File: src/rtl/evword_pkg.sv
package evword_pkg;
  localparam int WORD_W = 32;
  localparam int HALF_W = WORD_W / 2;

  typedef struct packed {
    logic       stop;
    logic       start;
    logic [9:0] down;
    logic [3:0] evnum;
    logic [9:0] up;
    logic [3:0] chan;
  } ev_fields_t;

  typedef struct packed {
    logic d_pre;
    logic c_toggle;
    logic b_high;
    logic a_data;
  } ctrl_t;

  typedef enum logic [1:0] {
    MODE_NORMAL = 2'd0,
    MODE_TOGGLE = 2'd1,
    MODE_HOLD   = 2'd2
  } link_mode_e;
endpackage

File: src/rtl/evword_pack.sv
module evword_pack
  import evword_pkg::*;
(
  input  ev_fields_t        fields,
  output logic [WORD_W-1:0] word
);
  logic parity;

  // bit 30 is a constant zero, so parity over the fields covers bits 30..0
  always_comb begin
    parity = ^fields;
    word   = {parity, 1'b0, fields};
  end
endmodule

File: src/rtl/evword_fifo.sv
module evword_fifo #(
  parameter int DEPTH = 16,
  parameter int WIDTH = 32
) (
  input  logic             clk,
  input  logic             rst_n,
  input  logic             push,
  input  logic [WIDTH-1:0] din,
  input  logic             pop,
  output logic [WIDTH-1:0] dout,
  output logic             empty,
  output logic             full
);
  localparam int AW = (DEPTH > 1) ? $clog2(DEPTH) : 1;
  localparam int CW = $clog2(DEPTH + 1);
  localparam logic [AW-1:0] LAST = AW'(DEPTH - 1);

  logic [WIDTH-1:0] mem [DEPTH];
  logic [AW-1:0]    wptr, rptr;
  logic [CW-1:0]    count;
  logic             do_push, do_pop;

  assign empty   = (count == '0);
  assign full    = (count == CW'(DEPTH));
  assign do_push = push && !full;
  assign do_pop  = pop && !empty;
  assign dout    = mem[rptr];

  always_ff @(posedge clk) begin
    if (do_push) mem[wptr] <= din;
  end

  always_ff @(posedge clk) begin
    if (!rst_n) begin
      wptr  <= '0;
      rptr  <= '0;
      count <= '0;
    end else begin
      if (do_push) wptr <= (wptr == LAST) ? '0 : wptr + 1'b1;
      if (do_pop)  rptr <= (rptr == LAST) ? '0 : rptr + 1'b1;
      case ({do_push, do_pop})
        2'b10:   count <= count + 1'b1;
        2'b01:   count <= count - 1'b1;
        default: count <= count;
      endcase
    end
  end
endmodule

File: src/rtl/evword_linkmux.sv
module evword_linkmux
  import evword_pkg::*;
#(
  parameter int WIDTH = 32
) (
  input  logic             clk,
  input  logic             rst_n,
  input  link_mode_e       mode,
  input  logic             clr_phase,
  input  logic             fifo_empty,
  input  logic             host_busy,
  input  logic [WIDTH-1:0] head,
  input  logic             link_ready,
  output logic             link_valid,
  output logic [WIDTH-1:0] link_data,
  output logic             link_pop
);
  logic phase;

  always_comb begin
    link_valid = (mode != MODE_HOLD) && !fifo_empty && !host_busy;
    link_data  = (mode == MODE_TOGGLE) ? {WIDTH{phase}} : head;
    link_pop   = link_valid && link_ready;
  end

  always_ff @(posedge clk) begin
    if (!rst_n)                              phase <= 1'b0;
    else if (clr_phase)                      phase <= 1'b0;
    else if (link_pop && mode == MODE_TOGGLE) phase <= ~phase;
  end
endmodule

File: src/rtl/evword_readout.sv
module evword_readout
  import evword_pkg::*;
#(
  parameter int DEPTH = 16
) (
  input  logic        clk,
  input  logic        rst_n,
  input  logic        in_valid,
  output logic        in_ready,
  input  logic        in_stop,
  input  logic        in_start,
  input  logic [9:0]  in_down,
  input  logic [3:0]  in_event,
  input  logic [9:0]  in_up,
  input  logic [3:0]  in_chan,
  input  logic        host_wr,
  input  logic [3:0]  host_wctl,
  input  logic        host_rd,
  output logic [15:0] host_rdata,
  output logic        link_valid,
  input  logic        link_ready,
  output logic [31:0] link_data
);
  ctrl_t             ctrl;
  ev_fields_t        fields;
  link_mode_e        mode;
  logic [WORD_W-1:0] packed_word, head;
  logic              fifo_empty, fifo_full;
  logic              host_busy, host_pop, link_pop;
  logic              overflow_q;
  logic [HALF_W-1:0] rd_next;

  assign fields = '{stop: in_stop, start: in_start, down: in_down,
                    evnum: in_event, up: in_up, chan: in_chan};

  evword_pack u_pack (.fields(fields), .word(packed_word));

  assign in_ready  = !fifo_full;
  assign host_busy = host_rd && ctrl.a_data;
  assign host_pop  = host_busy && !fifo_empty;

  evword_fifo #(.DEPTH(DEPTH), .WIDTH(WORD_W)) u_fifo (
    .clk(clk), .rst_n(rst_n),
    .push(in_valid && in_ready), .din(packed_word),
    .pop(host_pop || link_pop), .dout(head),
    .empty(fifo_empty), .full(fifo_full)
  );

  always_comb begin
    if (ctrl.d_pre)         mode = MODE_HOLD;
    else if (ctrl.c_toggle) mode = MODE_TOGGLE;
    else                    mode = MODE_NORMAL;
  end

  evword_linkmux #(.WIDTH(WORD_W)) u_link (
    .clk(clk), .rst_n(rst_n), .mode(mode), .clr_phase(host_wr),
    .fifo_empty(fifo_empty), .host_busy(host_busy), .head(head),
    .link_ready(link_ready), .link_valid(link_valid),
    .link_data(link_data), .link_pop(link_pop)
  );

  always_comb begin
    if (!ctrl.a_data)   rd_next = {14'b0, overflow_q, fifo_empty};
    else if (fifo_empty) rd_next = '0;
    else if (ctrl.b_high) rd_next = head[WORD_W-1:HALF_W];
    else                 rd_next = head[HALF_W-1:0];
  end

  always_ff @(posedge clk) begin
    if (!rst_n) begin
      ctrl       <= '0;
      overflow_q <= 1'b0;
      host_rdata <= '0;
    end else begin
      if (host_wr)               ctrl       <= ctrl_t'(host_wctl);
      if (in_valid && fifo_full) overflow_q <= 1'b1;
      if (host_rd)               host_rdata <= rd_next;
    end
  end
endmodule

File: config.mk
export PLATFORM = sky130hd
export DESIGN_NAME = evword_readout
export DESIGN_NICKNAME = d
export VERILOG_FILES = /design/src/rtl/evword_pkg.sv /design/src/rtl/evword_pack.sv /design/src/rtl/evword_fifo.sv /design/src/rtl/evword_linkmux.sv /design/src/rtl/evword_readout.sv
export SDC_FILE = /design/constraint.sdc
export NUM_CORES = 1
export LEC_CHECK = 0
export CAP_MARGIN = 5
export CORE_UTILIZATION = 60
export CTS_CLUSTER_DIAMETER = 60
export DETAILED_ROUTE_END_ITERATION = 16
export GPL_TIMING_DRIVEN = 0
export PLACE_DENSITY_LB_ADDON = 0.08
export SETUP_SLACK_MARGIN = 0.2
export SYNTH_ARGS = -nofsm -noshare
export SYNTH_HDL_FRONTEND = slang
export SYNTH_HIERARCHICAL = 1
export SYNTH_SLANG_ARGS = --single-unit
export TNS_END_PERCENT = 20
File: constraint.sdc
create_clock -name clk -period 15.85 [get_ports clk]
set_clock_uncertainty 0.1 [all_clocks]
set_input_delay 3.17 -clock clk [delete_from_list [all_inputs] [get_ports clk]]
set_output_delay 3.17 -clock clk [all_outputs]
set_load 0.02 [all_outputs]
Yosys cells after proc, flatten, opt, wreduce, memory -nomap -nowiden
Memory sizes are Yosys's and may differ from the RTL's. A register that Yosys moved wholly into a read port is not among the register bits.
Cells that the tools add are included.
{"block": "op_classes", "eq_ne": 7, "bitwise_logic": 2, "reduce_logical": 18, "add_sub_neg": 4, "mux": 13}
{"operator": "two-way mux 16 bit", "count": 3}
{"operator": "two-way mux 32 bit", "count": 1}
{"operator": "parity 30 bit", "count": 1}
{"operator": "two-way mux 4 bit", "count": 4}
{"operator": "logical AND 1 bit", "count": 10}
{"operator": "case mux 5 bit (2 select lines)", "count": 1}
{"operator": "adder 4 x 1 -> 4 bit (second input constant)", "count": 2}
{"operator": "== test 4 bit (second input constant)", "count": 2}
{"operator": "adder 5 x 1 -> 5 bit (second input constant)", "count": 1}
{"operator": "== test 5 bit (second input constant)", "count": 1}
{"operator": "zero test 5 bit", "count": 1}
{"operator": "subtractor 5 x 1 -> 5 bit (second input constant)", "count": 1}
{"operator": "== test 2 x 1 -> 1 bit (second input constant)", "count": 2}
{"operator": "zero test 1 bit", "count": 3}
{"operator": "two-way mux 1 bit", "count": 3}
{"operator": "== test 2 bit (second input constant)", "count": 1}
{"operator": "two-way mux 2 bit", "count": 1}
{"operator": "!= test 2 bit (second input constant)", "count": 1}
{"operator": "NOT 1 bit", "count": 2}
{"operator": "nonzero test 2 bit", "count": 1}
{"operator": "OR reduction 2 bit", "count": 1}
{"operator": "logical OR 1 bit", "count": 1}
{"block": "totals", "ram_bits": 496, "output_inout_bits": 50, "input_bits": 40, "word_cells": 55, "n_memories": 1, "reg_bits": 35}
{"name": "u_fifo.mem", "words": 16, "word_bits": 31, "read_ports": 1, "rd_ports_with_merged_regs": 1, "write_ports": 1, "line": "evword_fifo.sv:18", "rtl": "logic [WIDTH-1:0] mem [DEPTH];"}

Logic depth before layout (Yosys ltp)
Gate-level depths: netlist of run 1.
{"block": "logic_depth", "depth_word": 10, "depth_mapped": 17, "mapped_depth_nobuf": 14}

Hierarchy
Netlist of run 1, hierarchy kept.
{"mod": "evword_fifo", "cells_each": 824, "area_per_inst_um2": 20469.6, "instances": 1, "seq_area_each_um2": 15715.1}
{"mod": "evword_readout", "cells_each": 96, "area_per_inst_um2": 1011.0, "instances": 1, "seq_area_each_um2": 420.4}
{"mod": "evword_pack", "cells_each": 59, "area_per_inst_um2": 520.5, "instances": 1, "seq_area_each_um2": 0.0}
{"mod": "evword_linkmux", "cells_each": 81, "area_per_inst_um2": 372.9, "instances": 1, "seq_area_each_um2": 20.0}

Least setup slack after synthesis of run 1
OpenSTA, ideal clock, no wires.
{"block": "synth_timing", "path_type": "input -> register", "start": "input port in_valid", "end": "memory u_fifo/mem[0][0] (netlist name) (enable)", "required_time_ns": 15.237, "n_path_buf": 1, "setup_slack_ns": 8.192, "setup_ns": 0.513, "t_arrival_ns": 7.044, "stages": 4, "path_cell_list": "nor2b_1 > o21ai_4 > buf_6 > nor4b_1"}
{"block": "synth_between", "elab_chain_cells": 4}
{"item": "from (decl)", "line": "evword_readout.sv:8", "rtl": "input logic in_valid,"}
{"item": "logical AND 1 bit", "line": "evword_readout.sv:44", "rtl": ".push(in_valid && in_ready), .din(packed_word),"}
{"item": "logical AND 1 bit", "line": "evword_fifo.sv:25", "rtl": "assign do_push = push && !full;"}
{"item": "two-way mux 1 bit", "line": "evword_fifo.sv:30", "rtl": "if (do_push) mem[wptr] <= din;"}
{"item": "two-way mux 1 bit (implied by the code)", "line": "evword_fifo.sv:30"}
{"item": "to (decl)", "line": "evword_fifo.sv:18"}
No other way between the ends.

Worst setup path after layout of run 1
{"block": "layout_timing", "start": "input port host_rd", "end": "output port link_valid"}
{"block": "layout_between", "elab_chain_cells": 3}
{"item": "from (decl)", "line": "evword_readout.sv:18", "rtl": "input logic host_rd,"}
{"item": "logical AND 1 bit", "line": "evword_readout.sv:39", "rtl": "assign host_busy = host_rd && ctrl.a_data;"}
{"item": "via host_busy", "line": "evword_readout.sv:29", "rtl": "logic host_busy, host_pop, link_pop;"}
{"item": "zero test 1 bit", "line": "evword_linkmux.sv:21", "rtl": "link_valid = (mode != MODE_HOLD) && !fifo_empty && !host_busy;"}
{"item": "logical AND 1 bit", "line": "evword_linkmux.sv:21"}
{"item": "to (decl)", "line": "evword_readout.sv:20", "rtl": "output logic link_valid,"}
The timed path passes the listed nets, and every way through them passes these cells.

==> run_results.csv, run 1 <==
group,metric,value,unit
setup_path,arrival,4.72,ns
global_routing,grt_busiest_layer,"met2",
sta,max_slew_margin,0.274,
global_routing,grt_use_met3,0.0408,
die,initial_core_util,0.611,
sta,hold_viol,0,
sta,slew_viol_final,0,
routing,first_iter_violations,1114,
yosys,synthSimpleGateAreaFrac,0.0321,
die,die_height,195,um
die,fp-row-count,70,
routing,detail_route.wl_per_cell,29.3,um
yosys,ys_warn_count,6,
yosys,synth_fa_ha_area_frac,0.00447,
clock_tree,clock-root-buffer,"clkbuf_16",
clock_tree,worstSkewPairLatency,0.59,ns
yosys,avgSynthCellArea,21.1,um2
yosys,syn_inst,1060,
sta,tightest_slew,1.09,ns
yosys,synth_compound_area_frac,0.0145,
sta,fin_tns_setup,0,ns
final_layout,area_delta_synth_final,16.3,%
die,core_area,36600,um2
sta,fmax,125,MHz
yosys,synth-edff-count,512,
global_routing,grt_pass1_vias,11000,
clock_tree,post_cts_buffers,0,
placed_design,io_buffers,89,
final_layout,layout_common_cells,"edfxtp_1, mux4_2, clkdlybuf4s50_1",
clock_tree,cts_buffer_depth,3,
routing,firstDrtPassIters,5,
final_layout,drive_gt1_frac,0.248,
die,fp.dieW,195,um
setup_path,crit_required,12.58,ns
sta,min_period,7.99,ns
die,dieArea,38100,um2
flow_run,max_cap_viol_count,0,
run_status,status,"finished clean",
sta,finalSetupViolations,0,
yosys,synth_top_family_by_area,"multiplexers",
placed_design,dp_hpwl,33300,um
power_and_ir_drop,powerDensity,137,nW/um2
clock_tree,cts_buffers,54,
sta,fin_crit_sh,0.504,
worst_hold_path,hp-class,"reg2reg",
global_routing,grt_pass1_wl,75000,um
power_and_ir_drop,leakage,0.00855,uW
global_routing,overflow,0,
setup_path,critical_path_class,"in2out",
global_routing,grtUsageMet2,0.458,
setup_path,crit_path_end_kind,"output port",
global_routing,grt_use_met1,0.401,
sta,fin_ws,7.86,ns
yosys,synth_mux_area_frac,0.181,
clock_tree,cts_tree,"done",
yosys,synth-seq-cells,551,
clock_tree,htreeDepth,2,
clock_tree,clk_pin_slew_worst_paths,0.06,ns
routing,drc_errors,0,
sta,rsz0062_at_grt,"false",
yosys,yosysSeqAreaShare,0.722,
yosys,synth.distinct_cells,55,
yosys,synth_nets,1108,
clock_tree,cts.sinks,551,
global_routing,grt_max_degree,25,
placed_design,gp_congestion,0.810,
final_layout,num_antenna_cells,0,
final_layout,layout_commonest_cell,"edfxtp_1",
yosys,synth_xor_area_frac,0.0143,
routing,drt-total-wl,51300,um
routing,viasPerCell,6.37,
clock_tree,cts_resized,0,
routing,num_vias,11100,
yosys,synthArstFlopShare,0,
yosys,synth_ff_type,"edfxtp_1",
final_layout,final_core_util,0.710,
clock_tree,cts_hold_buf,0,
die,design.portCount,90,
power_and_ir_drop,vdd.ir_drop.worst,0.000126,V
final_layout,nNetsFinal,1289,
global_routing,antenna_found_initial,0,
placed_design,pre_cts_slack,7.84,ns
setup_path,critPathMaxFanout,6,
routing,final_antenna_net_count,0,
yosys,netlist_area,22400,um2
setup_path,cp-start-kind,"input port",
global_routing,grt_util_all_layers,0.280,
final timing paths:
| check | start | endpoint | slack [ns] | depth (start not counted) |
|---|---|---|---|---|
| worst min register to register | host_rdata[4]$_SDFFE_PN0P_ | host_rdata[4]$_SDFFE_PN0P_ | 0.35 | 2 |
| worst max register to register | u_fifo/count[1]$_SDFFE_PN0P_ | u_fifo/count[2]$_SDFFE_PN0P_ | 12.10 | 17 |
| worst max-delay path | host_rd | link_valid | 7.86 | 4 |
| worst min-delay path | host_rdata[4]$_SDFFE_PN0P_ | host_rdata[4]$_SDFFE_PN0P_ | 0.35 | 2 |
worst max-delay path: stages:
cell             delay [ns]
clkdlybuf4s50_1        0.52
and2_1                 0.22
a211oi_2               0.16
clkdlybuf4s50_1        0.64
metal layers:
| metal | routed length [um] | up-vias |
|---|---|---|
| met3 | 3840 | 77 |
| met5 | 0 | - |
| met4 | 1200 | 0 |
| li1 | - | 4699 |
| met1 | 20900 | 5856 |
| met2 | 25400 | 501 |
through the flow:
step                total power (uW)  instance area (um2)  std cells  hold WS [ns]
floorplan                       2130                22400       1060         0.352
global placement                2350                23900       1617         0.339
detailed placement              2360                24300       1653         0.343
CTS                             3590                26000       1749         0.353
global route                    3670                26000       1749         0.382
finish                          3570                26000       1749         0.350
cell usage after synthesis, drive strengths merged, types with 2 or more instances:
cell type  count  area [um2]
edfxtp       512       15400
mux4         160        3790
nand2         84         328
buf           64         578
dfxtp         39         781
mux2i         26         260
clkbuf        22        83.8
o21ai         22         163
xnor2         22         200
and2          14        87.6
nor2          11        41.3
a21oi         10        50.1
inv            9        33.8
nor2b          9        56.3
ha             8         100
xor2           6        52.6
nor4b          5        43.8
a311o          3        30.0
nand3b         3        22.5
xnor3          3        67.6
a21o           2        15.0
a31oi          2        12.5
and4b          2        20.0
nand2b         2        12.5
nand4b         2        32.5
o211ai         2        15.0
or3b           2        17.5
report_power, final:
group	switching, uW	total, uW	internal (uW)
Clock	523	1240	714
Combinational	348	671	323
Sequential	13.1	1660	1650
Total	884	3570	2680
final cells by class:
class	count	area [um2]
inverter	10	37.5
clock buffer	66	1420
multi-input combinational	413	5560
fill	2237	10600
timing repair buffer	125	1320
sequential	551	16200
tap	468	586
clock inverter	30	274
buffer	86	662
logic make-up (layout without fill, tap and decap cells):
family | after synthesis | count (layout)
DFF | 551 | 551
other | 1 | 1
and+or+nand+nor | 142 | 142
buffers and inverters | 96 | 317
AOI/OAI and AO/OA | 45 | 45
muxes | 186 | 186
adders and majority gates | 8 | 8
xor gates and xnor gates | 31 | 31
state kept, by name, summed over array words and instances (netlist names), named ones only:
register / count
u_fifo/mem: 512
host_rdata: 16
u_link/phase: 1
u_fifo/count: 5
ctrl: 4
u_fifo/wptr: 4
u_fifo/rptr: 4
overflow_q: 1
(Power assumes the default switching activity.)
==> inputs of run 2 (changes only) <==
==> constraint.sdc (replaced) <==
create_clock -name clk -period 7.99 [get_ports clk]
set_clock_uncertainty 0.1 [all_clocks]
set_input_delay 1.598 -clock clk [delete_from_list [all_inputs] [get_ports clk]]
set_output_delay 1.598 -clock clk [all_outputs]
set_load 0.02 [all_outputs]
==> results of run 2 <==
The final DEF is identical to that of run 1. Status: finished clean.
Main changes from that run: setup slack after placement 7.84 ns -> 2.80 ns; setup slack after layout 7.86 ns -> 2.22 ns; end point of the critical path link_valid -> link_data[14]; register-to-register setup slack 12.10 ns -> 4.24 ns; total power 3570 uW -> 7080 uW; worst IR drop on VDD 0.000126 V -> 0.000250 V
